## config.mk

```make
export PLATFORM = sky130hd
export DESIGN_NAME = pci_pwr_ctl
export DESIGN_NICKNAME = d
export VERILOG_FILES = /design/src/rtl/pwr_pkg.sv /design/src/rtl/pwr_fields.sv /design/src/rtl/pwr_fsm.sv /design/src/rtl/pwr_wake.sv /design/src/rtl/pci_pwr_ctl.sv
export SDC_FILE = /design/constraint.sdc
export NUM_CORES = 1
export LEC_CHECK = 0
export BUFFER_PORTS_ARGS = -buffer_cell sky130_fd_sc_hd__buf_2
export CAP_MARGIN = 30
export CORE_UTILIZATION = 31
export CTS_BUF_LIST = sky130_fd_sc_hd__clkbuf_8
export CTS_CLUSTER_DIAMETER = 50
export CTS_CLUSTER_SIZE = 8
export DETAILED_ROUTE_END_ITERATION = 8
export GPL_TIMING_DRIVEN = 0
export PLACE_DENSITY_LB_ADDON = 0.08
export RECOVER_POWER = 100
export SLEW_MARGIN = 20
export SYNTH_ARGS = -nofsm -noshare
export SYNTH_HDL_FRONTEND = slang
export SYNTH_SLANG_ARGS = --single-unit
```

## constraint.sdc

```tcl
create_clock -name clk -period 2.5 [get_ports clk]
set_input_delay 0.125 -clock clk [delete_from_list [all_inputs] [get_ports clk]]
set_output_delay 0.125 -clock clk [all_outputs]
set_load 0.02 [all_outputs]
```

## src/rtl/pwr_pkg.sv

```systemverilog
`timescale 1ns/1ps
package pwr_pkg;
  localparam int STW = 3;
  localparam int PSW = 2;
  localparam int ENW = 2;

  typedef enum logic [STW-1:0] {
    PS_OFF  = 3'd0,
    PS_COLD = 3'd1,
    PS_HOT  = 3'd2,
    PS_D0U  = 3'd3,
    PS_D0A  = 3'd4
  } pwr_st_e;

  localparam logic [PSW-1:0] FLD_D0 = 2'b00;
  localparam logic [PSW-1:0] FLD_D3 = 2'b11;
  localparam int EN_PME = 0;
  localparam int EN_IRQ = 1;
endpackage

```

## src/rtl/pwr_fields.sv

```systemverilog
`timescale 1ns/1ps
module pwr_fields
  import pwr_pkg::*;
(
  input  logic           clk,
  input  logic           rst_n,
  input  logic           por,
  input  pwr_st_e        st,
  input  logic           ps_wr,
  input  logic [PSW-1:0] ps_wdata,
  input  logic           en_wr,
  input  logic [ENW-1:0] en_wdata,
  input  logic           cfg_done,
  output logic           go_d3,
  output logic           go_d0,
  output logic [PSW-1:0] ps_q,
  output logic           cfg_q,
  output logic [ENW-1:0] en_q
);
  logic reachable;
  logic legal_wr;

  assign reachable = (st == PS_HOT) || (st == PS_D0U) || (st == PS_D0A);
  assign legal_wr  = reachable && ps_wr && ((ps_wdata == FLD_D0) || (ps_wdata == FLD_D3));
  assign go_d3     = legal_wr && (ps_wdata == FLD_D3) && (st != PS_HOT);
  assign go_d0     = legal_wr && (ps_wdata == FLD_D0) && (st == PS_HOT);

  always_ff @(posedge clk or negedge rst_n) begin
    if (!rst_n) begin
      ps_q  <= FLD_D0;
      cfg_q <= 1'b0;
      en_q  <= '0;
    end else begin
      if (por || st == PS_COLD)  ps_q <= FLD_D0;
      else if (legal_wr)         ps_q <= ps_wdata;

      if (por || !(st == PS_D0U || st == PS_D0A)) cfg_q <= 1'b0;
      else if (st == PS_D0U && cfg_done)          cfg_q <= 1'b1;

      if (por)                        en_q <= '0;
      else if (en_wr && st != PS_OFF) en_q <= en_wdata;
    end
  end
endmodule

```

## src/rtl/pwr_fsm.sv

```systemverilog
`timescale 1ns/1ps
module pwr_fsm
  import pwr_pkg::*;
(
  input  logic    clk,
  input  logic    rst_n,
  input  logic    aux_det,
  input  logic    main_ok,
  input  logic    pci_rst_n,
  input  logic    go_d3,
  input  logic    go_d0,
  input  logic    cfg_q,
  output pwr_st_e st_q,
  output logic    por_q,
  output logic    phy_rst_q
);
  pwr_st_e nxt;
  logic    por_set, phy_set;

  always_comb begin
    nxt     = st_q;
    por_set = 1'b0;
    phy_set = 1'b0;
    if (!main_ok && !aux_det) begin
      nxt = PS_OFF;
    end else begin
      unique case (st_q)
        PS_OFF: begin
          nxt     = PS_COLD;
          por_set = 1'b1;
        end
        PS_COLD: if (main_ok && pci_rst_n) nxt = PS_D0U;
        default: begin
          if (!main_ok) begin
            nxt     = PS_COLD;
            phy_set = 1'b1;
          end else if (st_q == PS_HOT) begin
            if (go_d0) nxt = PS_D0U;
          end else if (go_d3) begin
            nxt = PS_HOT;
          end else if (st_q == PS_D0U && cfg_q) begin
            nxt = PS_D0A;
          end
        end
      endcase
    end
  end

  always_ff @(posedge clk or negedge rst_n) begin
    if (!rst_n) begin
      st_q      <= PS_OFF;
      por_q     <= 1'b0;
      phy_rst_q <= 1'b0;
    end else begin
      st_q      <= nxt;
      por_q     <= por_set;
      phy_rst_q <= phy_set;
    end
  end
endmodule

```

## src/rtl/pwr_wake.sv

```systemverilog
`timescale 1ns/1ps
module pwr_wake
  import pwr_pkg::*;
(
  input  logic           clk,
  input  logic           rst_n,
  input  logic           por,
  input  pwr_st_e        st,
  input  logic [ENW-1:0] en_q,
  input  logic           wake_mac,
  input  logic           wake_phy,
  input  logic           wake_clr,
  output logic           int_n,
  output logic           pme_n
);
  logic ev, pme_sts, irq_sts;

  assign ev    = wake_mac || wake_phy;
  assign int_n = !irq_sts;
  assign pme_n = !pme_sts;

  always_ff @(posedge clk or negedge rst_n) begin
    if (!rst_n) begin
      pme_sts <= 1'b0;
      irq_sts <= 1'b0;
    end else begin
      if (por || wake_clr)                            pme_sts <= 1'b0;
      else if (ev && en_q[EN_PME] && st != PS_OFF)    pme_sts <= 1'b1;

      if (por || wake_clr)                            irq_sts <= 1'b0;
      else if (ev && en_q[EN_IRQ] && st == PS_D0A)    irq_sts <= 1'b1;
    end
  end
endmodule

```

## src/rtl/pci_pwr_ctl.sv

```systemverilog
`timescale 1ns/1ps
module pci_pwr_ctl
  import pwr_pkg::*;
(
  input  logic           clk,
  input  logic           rst_n,
  input  logic           aux_det,
  input  logic           main_ok,
  input  logic           pci_rst_n,
  input  logic           ps_wr,
  input  logic [PSW-1:0] ps_wdata,
  input  logic           en_wr,
  input  logic [ENW-1:0] en_wdata,
  input  logic           cfg_done,
  input  logic           wake_mac,
  input  logic           wake_phy,
  input  logic           wake_clr,
  output logic [STW-1:0] pwr_state,
  output logic [PSW-1:0] ps_rdata,
  output logic           por,
  output logic           phy_pd,
  output logic           phy_rst,
  output logic           mac_en,
  output logic           int_n,
  output logic           pme_n
);
  pwr_st_e        st;
  logic           go_d3, go_d0, cfg_q;
  logic [ENW-1:0] en_q;

  pwr_fsm u_fsm (
    .clk, .rst_n, .aux_det, .main_ok, .pci_rst_n,
    .go_d3, .go_d0, .cfg_q,
    .st_q(st), .por_q(por), .phy_rst_q(phy_rst)
  );

  pwr_fields u_fields (
    .clk, .rst_n, .por, .st, .ps_wr, .ps_wdata, .en_wr, .en_wdata, .cfg_done,
    .go_d3, .go_d0, .ps_q(ps_rdata), .cfg_q, .en_q
  );

  pwr_wake u_wake (
    .clk, .rst_n, .por, .st, .en_q, .wake_mac, .wake_phy, .wake_clr,
    .int_n, .pme_n
  );

  assign pwr_state = st;
  assign phy_pd    = (st == PS_OFF) || (st == PS_COLD);
  assign mac_en    = (st == PS_D0A);
endmodule

```

==> summary.md, run 1 <==
| Metric | Value |
|---|---|
| Status | completed |
| Clk network pwr share | 21.6% |
| Share of power burned in registers | 32.6% |
| Antenna cells | 0 |
| CTS tree | done |
| Peak Freq | 0.519 GHz |
| Final Max Slew Viols | 0 |
| Routed len/inst | 11.9 µm |
| Core region area | 0.00206 mm² |
| Routed WL | 1.53 mm |
| Clock Path Buffers | 2 |
| Placer Congestion | 0.742 |
| Post-synth ARST share | 100% |
| Slew @ Worst Pin | 0.674 ns |
| Int Power | 559 µW |
| Sw Ratio | 41.6% |
| Power density cells | 1090 mW/mm² |
| Area growth syn-to-layout | 24.4% |
| CTS Root Cell | clkbuf_8 |
| Synth top area cells | dfrtp_1, a21oi_1, a31oi_1 |
| Gate power share | 45.8% |
| Netlist cell types | 32 |
| Crit-path max FO | 10 |
| Final layout net count | 120 |
| Net Switching | 398 µW |
| Final Hold Vio Count | 0 |
| Slowest CP cell | a211oi_1 |
| Ys Warns | 0 |
| Initial antenna violation count | 0 |
| EDFF count, synth | 0 |
| Clock Skew | 0.00280 ns |
| Min Tclk post-route | 1.93 ns |
| Dpl cells | 124 |
| Die outline height | 49.8 µm |
| Finished Layout Cells | 129 |
| Vias in the first global route | 599 |
| GR Util All Layers | 13.9% |
| Total CTS buffers | 3 |
| Primary FF master, synth | dfrtp_1 |
| TNS Setup | 0 ns |
| Crit path launch type | flip-flop |
| Gates resized, CTS repair | 0 |
| Peak VDD IR | 0.491 mV |
| Seq/Total Area, Yosys | 42.4% |
| Core Rows | 16 |
| Register bit total from synthesis | 12 |
| Vias post-DR | 614 |
| Die width | 49.8 µm |
| Pin count of the biggest net entering global routing | 13 |
| Hold Crit Class | input pin to flip-flop |
| Rel. slew slack | 55.0% |
| Max cap viols | 0 |
| Synthesized Nets | 90 |
| DP Wirelength | 1.20 mm |
| Routed vias/inst | 4.76 |
| Sink Count | 12 |
| Post-synth top cells | dfrtp_1, a21oi_1, inv_1 |
| Starting density of the core | 34.3% |
| Critical path class | flip-flop to flip-flop |
| First-pass GRT wire length | 2.59 mm |
| Pre-antenna DRT Iters | 2 |
| Top delay family on crit path | simple AND/OR/NAND/NOR gates |
| Full die area | 0.00248 mm² |
| Critical path's largest stage delay | 0.43 ns |
| Syn_area_per_cell | 9.70 µm² |
| LEAKAGE | 0.409 nW |
| Worst-Skew Late Latency | 0.24 ns |
| Yosys top cell by area | dfrtp_1 |
| Worst Path Required | 2.62 ns |
| Worst Setup End Kind | flip-flop |
| RSZ-0062 raised after global routing | no |
| Iter 0 DRT Violations | 5 |
| Synth Cell Area | 708 µm² |
| Period utilization | 77.0% |
| Most frequent cell after synthesis | dfrtp_1 |
| Mapped Cells | 73 |
| # H-tree levels | 1 |
| Final setup viols | 0 |
| Buf+Inv Stages, Crit Path | 1 |
| Antenna Nets Post-Route | 0 |
| Share of the synthesized area in the top cell type | 42.4% |
| CTS clk-pin slew, worst paths | 0.05 ns |
| Fraction of layout cells with a size suffix above 1 | 23.5% |
| Ports | 26 |
| Critical Path AT | 2.04 ns |
| DRC | 0 |
| Sequence of cells on the critical path | buf_4, nor2_1, nor4b_2, a211oi_1, mux2_1 |
| Port-buffer cells | 24 |
| Total gr overflow | 0 |
## flip-flops by register name, indices dropped and copies added, names as in the netlist
name             flops
u_fsm.st_q           3
u_fsm.por_q          1
u_fields.ps_q        2
u_wake.irq_sts       1
u_fields.en_q        2
u_wake.pme_sts       1
u_fsm.phy_rst_q      1
u_fields.cfg_q       1
## logic make-up after synthesis
logic type               after synthesis  synth area share [%]
flip-flops                            12                  42.4
multiplexers                           2                  3.18
buffers and inverters                 10                  7.24
adder cells (fa/ha/maj)                2                  3.53
AO/OA/AOI/OAI                         20                  19.4
AND/OR/NAND/NOR                       27                  24.2
## layout make-up
| cell class | count | area (µm²) |
|---|---|---|
| inverters | 6 | 22.5 |
| multi-input cells | 51 | 333 |
| plain buffers | 4 | 21.3 |
| fillers | 223 | 1180 |
| clock buffers | 4 | 55.1 |
| repair buffers | 25 | 115 |
| well taps | 27 | 33.8 |
| flip-flops and latches | 12 | 300 |
## per-layer routing
| layer | global-route usage [%] | up-vias | part of all wire [%] |
|---|---|---|---|
| li1 | - | 321 | - |
| met1 | 18.7 | 278 | 52 |
| met2 | 20.7 | 15 | 43 |
| met3 | 5.86 | 0 | 4.2 |
| met4 | 2.86 | 0 | 0 |
| met5 | 0 | - | 0 |
## final timing paths
check / from / end / slack (ns) / cells past startpoint
setup reg to reg: u_fsm.st_q[1]$_DFFE_PN0P_ / u_fsm.st_q[1]$_DFFE_PN0P_ / 0.57 / 5
setup / recovery: u_fsm.st_q[1]$_DFFE_PN0P_ / u_fsm.st_q[1]$_DFFE_PN0P_ / 0.57 / 5
min in group asynchronous: rst_n / u_fields.en_q[1]$_DFFE_PN0P_ / 0.43 / 2
hold / removal: wake_clr / u_wake.pme_sts$_DFFE_PN0P_ / 0.05 / 2
hold reg to reg: u_fields.en_q[1]$_DFFE_PN0P_ / u_fields.en_q[1]$_DFFE_PN0P_ / 0.54 / 2
max in group asynchronous: rst_n / u_wake.pme_sts$_DFFE_PN0P_ / 1.64 / 2
## power groups by stage
| stage | combinational (mW) | clock, mW | sequential, mW |
|---|---|---|---|
| floorplan | 0.318 | 0 | 0.355 |
| global placement | 0.491 | 0 | 0.321 |
| detailed placement | 0.489 | 0 | 0.321 |
| CTS | 0.491 | 0.213 | 0.318 |
| global route | 0.487 | 0.220 | 0.326 |
| finish | 0.438 | 0.206 | 0.312 |
## metrics by stage
stage | total power, mW | util [%] | setup slack (ns) | area, µm² | hold slack [ns]
6_report | 0.956 | 42.7 | 0.575 | 881 | 0.0544
5_1_grt | 1.03 | 42.7 | 0.462 | 881 | 0.0563
4_1_cts | 1.02 | 45.0 | 0.851 | 927 | 0.0500
3_5_place_dp | 0.810 | 41.8 | 0.853 | 862 | 0.0176
3_3_place_gp | 0.812 | 41.8 | 0.855 | 862 | 0.0160
2_1_floorplan | 0.673 | - | 0.758 | 708 | -0.171
## placed cells by master (no fill, tap or decap)
master / instances
a211oi_1: 3
a21o_1: 1
a21oi_1: 7
a31oi_1: 4
a32oi_1: 1
a41o_1: 1
and2b_1: 1
buf_2: 14
buf_4: 1
clkbuf_1: 13
clkbuf_8: 4
dfrtp_1: 12
dlygate4sd3_1: 1
ha_1: 2
inv_1: 6
mux2_1: 2
nand2_1: 5
nand3_1: 2
nand3b_1: 1
nand4_1: 1
nor2_1: 6
nor2b_2: 1
nor3_1: 3
nor3b_1: 3
nor4b_2: 1
o21ai_0: 1
o21ai_2: 1
o311a_1: 1
or2_2: 2
or3_1: 1
## timing repair
item                                   in CTS  in global routing
setup buffers                               0                  0
hold buffers                                1                  0
endpoints found under the hold margin      12                  0
Note: power is estimated with default switching activity, not from simulation.
==> inputs of run 2 (changes only) <==
clock period = 1.9 ns   (was 2.5 ns; I/O delays follow)
==> summary.md, run 2 (synthesized netlist as in run 1, its figures left out) <==
| Metric | Value |
|---|---|
| Final setup viols | 0 (unchanged) |
| Peak Freq | 0.604 GHz (+16%) |
| DP Wirelength | 1.20 mm (unchanged) |
| Sequence of cells on the critical path | buf_4, nor2_2, nor4b_1, a211oi_2, mux2_1 |
| Clock Skew | 0.00256 ns (-0.000240 ns) |
| Placer Congestion | 0.742 (unchanged) |
| Multi-input logic area | 347 µm² (+4.1%) |
| Max cap viols | 0 (unchanged) |
| Clock Path Buffers | 2 (unchanged) |
| Worst Path Required | 2.02 ns (-0.60 ns) |
| Vias post-DR | 607 (-1.1%) |
| Total power | 1.30 mW (+35%) |
| Die width | 49.8 µm (unchanged) |
| Pin count of the biggest net entering global routing | 13 (unchanged) |
| Worst Setup End Kind | flip-flop |
| Final Hold Vio Count | 0 (unchanged) |
| CTS tree | done |
| Critical path's largest stage delay | 0.38 ns (-0.05 ns) |
| Routed len/inst | 11.8 µm (-0.46%) |
| Total gr overflow | 0 (unchanged) |
| Core Rows | 16 (unchanged) |
| DRC | 0 (unchanged) |
| Vias in the first global route | 599 (unchanged) |
| Ports | 26 (unchanged) |
| Largest regs | u_fsm.st_q (3), u_fields.en_q (2), u_fields.ps_q (2) |
| Status | completed |
| Peak VDD IR | 0.667 mV (+36%) |
| # H-tree levels | 1 (unchanged) |
| RSZ-0062 raised after global routing | no |
| Sequential cell area | 300 µm² (unchanged) |
| Slew @ Worst Pin | 0.663 ns (-0.0115 ns) |
| CTS Root Cell | clkbuf_8 |
| Max reg flops | 3 (unchanged) |
| Pre-antenna DRT Iters | 2 (unchanged) |
| Die outline height | 49.8 µm (unchanged) |
| Min Tclk post-route | 1.66 ns (-0.270 ns) |
| First-pass GRT wire length | 2.59 mm (unchanged) |
| Antenna Nets Post-Route | 0 (unchanged) |
| LEAKAGE | 0.420 nW (+2.8%) |
| # fillers | 221 (-0.90%) |
| Critical path class | flip-flop to flip-flop |
| Full die area | 0.00248 mm² (unchanged) |
| Total CTS buffers | 3 (unchanged) |
| TNS Setup | 0 ns (unchanged) |
| Final Max Slew Viols | 0 (unchanged) |
| Starting density of the core | 34.3% (unchanged) |
| Worst-Skew Late Latency | 0.24 ns (about the same) |
| Critical Path AT | 1.77 ns (-0.27 ns) |
| Biggest register | u_fsm.st_q |
| Power density cells | 1440 mW/mm² (+32%) |
| Fraction of layout cells with a size suffix above 1 | 26.5% (+2.9 points) |
| Port-buffer cells | 24 (unchanged) |
| Most frequent cells in the layout | buf_2, clkbuf_1, dfrtp_1 |
| Core Util, Final | 43.8% (+1.0 points) |
| Iter 0 DRT Violations | 1 (-4) |
| Period utilization | 87.1% (+10 points) |
| Initial antenna violation count | 0 (unchanged) |
| Leading cell type in the layout, fill and taps excluded | buf_2 |
| Crit path launch type | flip-flop |
| Hold Crit Class | input pin to flip-flop |
| Crit-path max FO | 10 (unchanged) |
| Worst hold slack | 0.0250 ns (-0.0294 ns) |
| CTS clk-pin slew, worst paths | 0.05 ns (about the same) |
| Routed vias/inst | 4.71 (-1.1%) |
| Rel. slew slack | 55.8% (+0.86 points) |
| Slowest CP cell | dfrtp_1 |
| Sink Count | 12 (unchanged) |
| GR Util All Layers | 13.9% (unchanged) |
| Core region area | 0.00206 mm² (unchanged) |
| Area growth syn-to-layout | 27.4% |
| Final layout net count | 120 (unchanged) |
| Antenna cells | 0 (unchanged) |
| Routed WL | 1.52 mm (-0.46%) |
## run 2: changes by cell type in the layout (fill, tap and decap cells not counted), sizes merged
| cell | delta |
|---|---|
| buf | +1 |
| clkbuf | -1 |
## run 2: through the flow
stage	std cells	setup slack, ns	cell area [µm²]
after global placement	124	0.271	862
after floorplan	73	0.158	708
after detailed placement	124	0.262	862
after global routing	129	0.131	902
final	129	0.245	902
after CTS	129	0.251	927
## run 2: worst paths after layout
check,cells past startpoint,to,startpoint,slack (ns)
max in group asynchronous,2,u_wake.pme_sts$_DFFE_PN0P_,rst_n,1.07
worst min-delay path,2,u_wake.pme_sts$_DFFE_PN0P_,wake_clr,0.03
min in group asynchronous,2,u_fields.en_q[1]$_DFFE_PN0P_,rst_n,0.40
worst min register to register,2,u_fields.en_q[1]$_DFFE_PN0P_,u_fields.en_q[1]$_DFFE_PN0P_,0.54
worst max register to register,5,u_fsm.st_q[0]$_DFFE_PN0P_,u_fsm.st_q[1]$_DFFE_PN0P_,0.24
worst max-delay path,5,u_fsm.st_q[0]$_DFFE_PN0P_,u_fsm.st_q[1]$_DFFE_PN0P_,0.24
## run 2: per-layer routing
metal	part of all wire [%]	GRT usage (%)
met2	44	20.7
met3	4.3	5.86
met4	0	2.86
met5	0	0
met1	52	18.7
## run 2: layout make-up
type | count | area share [%]
inverters | 6 | 2.50
clock buffers | 4 | 6.10
repair buffers | 25 | 12.8
flip-flops and latches | 12 | 33.3
multi-input cells | 51 | 38.4
well taps | 27 | 3.74
plain buffers | 4 | 3.19
## run 2: what timing repair did
action | 4_1_cts | 5_1_grt
endpoints found under the hold margin | 12 | 0
hold buffers | 1 | 0
setup buffers | 0 | 0
gates resized for setup | 0 | 0
## run 2: critical path: cells and delay by family, from the launching register on
| kind | cells | cell delay [ns] |
|---|---|---|
| flip-flops | 1 | 0.38 |
| AO/OA/AOI/OAI | 1 | 0.28 |
| buffers and inverters | 1 | 0.18 |
| multiplexers | 1 | 0.36 |
| AND/OR/NAND/NOR | 2 | 0.32 |
## run 2: power by group
part	internal, mW	switching, mW	total [mW]
Combinational	0.239	0.368	0.606
Sequential	0.341	0.0765	0.418
Clock	0.183	0.0887	0.271
Total	0.762	0.533	1.30
==> inputs of run 3 (changes only) <==
GPL_TIMING_DRIVEN = default   (was 0)
==> summary.md, run 3 (synthesized netlist as in run 1, its figures left out) <==
| Metric | Value |
|---|---|
| Final layout net count | 118 (-1.7%) |
| Placed Area | 846 µm² (-1.9%) |
| GR Util All Layers | 13.9% (-0.074 points) |
| Antenna Nets Post-Route | 0 (unchanged) |
| Design area | 871 µm² (-3.5%) |
| Sink Count | 12 (unchanged) |
| Antenna cells | 0 (unchanged) |
| Worst Path Required | 2.01 ns (about the same) |
| Biggest register | u_fsm.st_q |
| Post-CTS Setup Inserts | 0 (unchanged) |
| Vias in the first global route | 558 (-6.8%) |
| Core Util, Final | 42.2% (-1.5 points) |
| Vias post-DR | 595 (-2.0%) |
| Most frequent cells in the layout | buf_2, clkbuf_1, dfrtp_1 |
| Routed len/inst | 12.0 µm (+1.6%) |
| CTS clk-pin slew, worst paths | 0.05 ns (about the same) |
| Clock Path Buffers | 2 (unchanged) |
| Fraction of layout cells with a size suffix above 1 | 24.2% (-2.2 points) |
| Total CTS buffers | 3 (unchanged) |
| CTS tree | done |
| Core region area | 0.00206 mm² (unchanged) |
| Die outline height | 49.8 µm (unchanged) |
| Pre-antenna DRT Iters | 4 (+2) |
| Finished Layout Cells | 126 (-2.3%) |
| Routed vias/inst | 4.72 (+0.36%) |
| Min Tclk post-route | 1.68 ns (+0.0285 ns) |
| Critical Path AT | 1.80 ns (+0.03 ns) |
| Worst-Skew Late Latency | 0.23 ns (about the same) |
| Final Max Slew Viols | 0 (unchanged) |
| Hold-fix buffer count after cts | 1 (unchanged) |
| Final Hold Vio Count | 0 (unchanged) |
| Leading cell type in the layout, fill and taps excluded | buf_2 |
| Gates resized, CTS repair | 0 (unchanged) |
| Peak VDD IR | 0.770 mV (+16%) |
| Area growth syn-to-layout | 23.0% |
| Placer Congestion | 0.778 (+4.9%) |
| Clock Skew | 0.00389 ns (+0.00133 ns) |
| Ports | 26 (unchanged) |
| Starting density of the core | 34.3% (unchanged) |
| Total gr overflow | 0 (unchanged) |
| TNS Setup | 0 ns (unchanged) |
| Initial antenna violation count | 0 (unchanged) |
| Final setup viols | 0 (unchanged) |
| Max reg flops | 3 (unchanged) |
| Routed WL | 1.51 mm (-0.72%) |
| Dpl cells | 122 (-1.6%) |
| Die width | 49.8 µm (unchanged) |
| # H-tree levels | 1 (unchanged) |
| DP Wirelength | 1.20 mm (-0.18%) |
| RSZ-0062 raised after global routing | no |
| Full die area | 0.00248 mm² (unchanged) |
| Pin count of the biggest net entering global routing | 15 (+2) |
| Port-buffer cells | 25 (+4.2%) |
| Slew @ Worst Pin | 0.634 ns (-0.0284 ns) |
| Crit path launch type | flip-flop |
| Max cap viols | 0 (unchanged) |
| Critical path class | flip-flop to flip-flop |
| Power density cells | 1390 mW/mm² (-3.4%) |
| Rel. slew slack | 57.7% (+1.9 points) |
| DRC | 0 (unchanged) |
| Crit-path max FO | 10 (unchanged) |
| Largest regs | u_fsm.st_q (3), u_fields.en_q (2), u_fields.ps_q (2) |
| First-pass GRT wire length | 2.60 mm (+0.27%) |
| LEAKAGE | 0.402 nW (-4.5%) |
| Status | completed |
| Worst Setup End Kind | flip-flop |
| Core Rows | 16 (unchanged) |
| Period utilization | 88.6% (+1.5 points) |
| Iter 0 DRT Violations | 7 (+6) |
| Peak Freq | 0.594 GHz (-1.7%) |
| Hold Crit Class | input pin to flip-flop |
| CTS Root Cell | clkbuf_8 |
==> run 3: cell count changes in the layout (fill, tap and decap cells not counted) <==
cell and delta:
buf_4 -1, nor2_1 +1, o21ai_0 -1, clkbuf_8 -1, buf_6 -1, nor2_2 -1
o21ai_2 +1
==> run 3: power breakdown <==
group	total [mW]	internal [mW]	leakage [nW]	switching, mW
clock network	0.222	0.139	0.0216	0.0835
logic	0.518	0.206	0.222	0.312
registers	0.467	0.341	0.158	0.126
total	1.21	0.686	0.402	0.522
==> run 3: worst paths after layout <==
check / start / endpoint / slack, ns / depth (start not counted)
setup / recovery: u_fsm.st_q[2]$_DFFE_PN0P_ / u_fsm.st_q[0]$_DFFE_PN0P_ / 0.22 / 4
hold / removal: wake_clr / u_wake.pme_sts$_DFFE_PN0P_ / 0.03 / 2
setup reg to reg: u_fsm.st_q[2]$_DFFE_PN0P_ / u_fsm.st_q[0]$_DFFE_PN0P_ / 0.22 / 4
hold reg to reg: u_fields.en_q[1]$_DFFE_PN0P_ / u_fields.en_q[1]$_DFFE_PN0P_ / 0.53 / 2
max in group asynchronous: rst_n / u_fields.en_q[1]$_DFFE_PN0P_ / 1.10 / 2
min in group asynchronous: rst_n / u_fsm.por_q$_DFF_PN0_ / 0.39 / 2
==> run 3: critical path, cell delays in order, from the launching register on <==
cell,delay [ns]
dfrtp_1,0.48
nor2_1,0.33
nor4b_1,0.12
a211oi_2,0.26
mux2_1,0.36
==> run 3: stage by stage <==
stage / hold WS, ns / power (mW) / setup WS (ns)
5_1_grt: 0.0238 / 1.30 / 0.123
3_3_place_gp: -0.00793 / 1.03 / 0.287
6_report: 0.0311 / 1.21 / 0.216
4_1_cts: 0.0296 / 1.26 / 0.272
3_5_place_dp: -0.00718 / 1.03 / 0.277
2_1_floorplan: -0.201 / 0.885 / 0.158
==> run 3: area by class of cell <==
type / instances / area (µm²)
Tap cell: 27 / 33.8
Fill cell: 214 / 1190
Sequential cell: 12 / 300
Clock buffer: 3 / 41.3
Multi-Input combinational cell: 51 / 348
Timing Repair Buffer: 27 / 125
Inverter: 6 / 22.5
==> run 3: routing by layer <==
metal | part of all wire (%) | GRT usage, %
met5 | 0 | 0
met4 | 0.79 | 2.86
met3 | 5.2 | 4.63
met2 | 42 | 18.9
met1 | 52 | 20.8
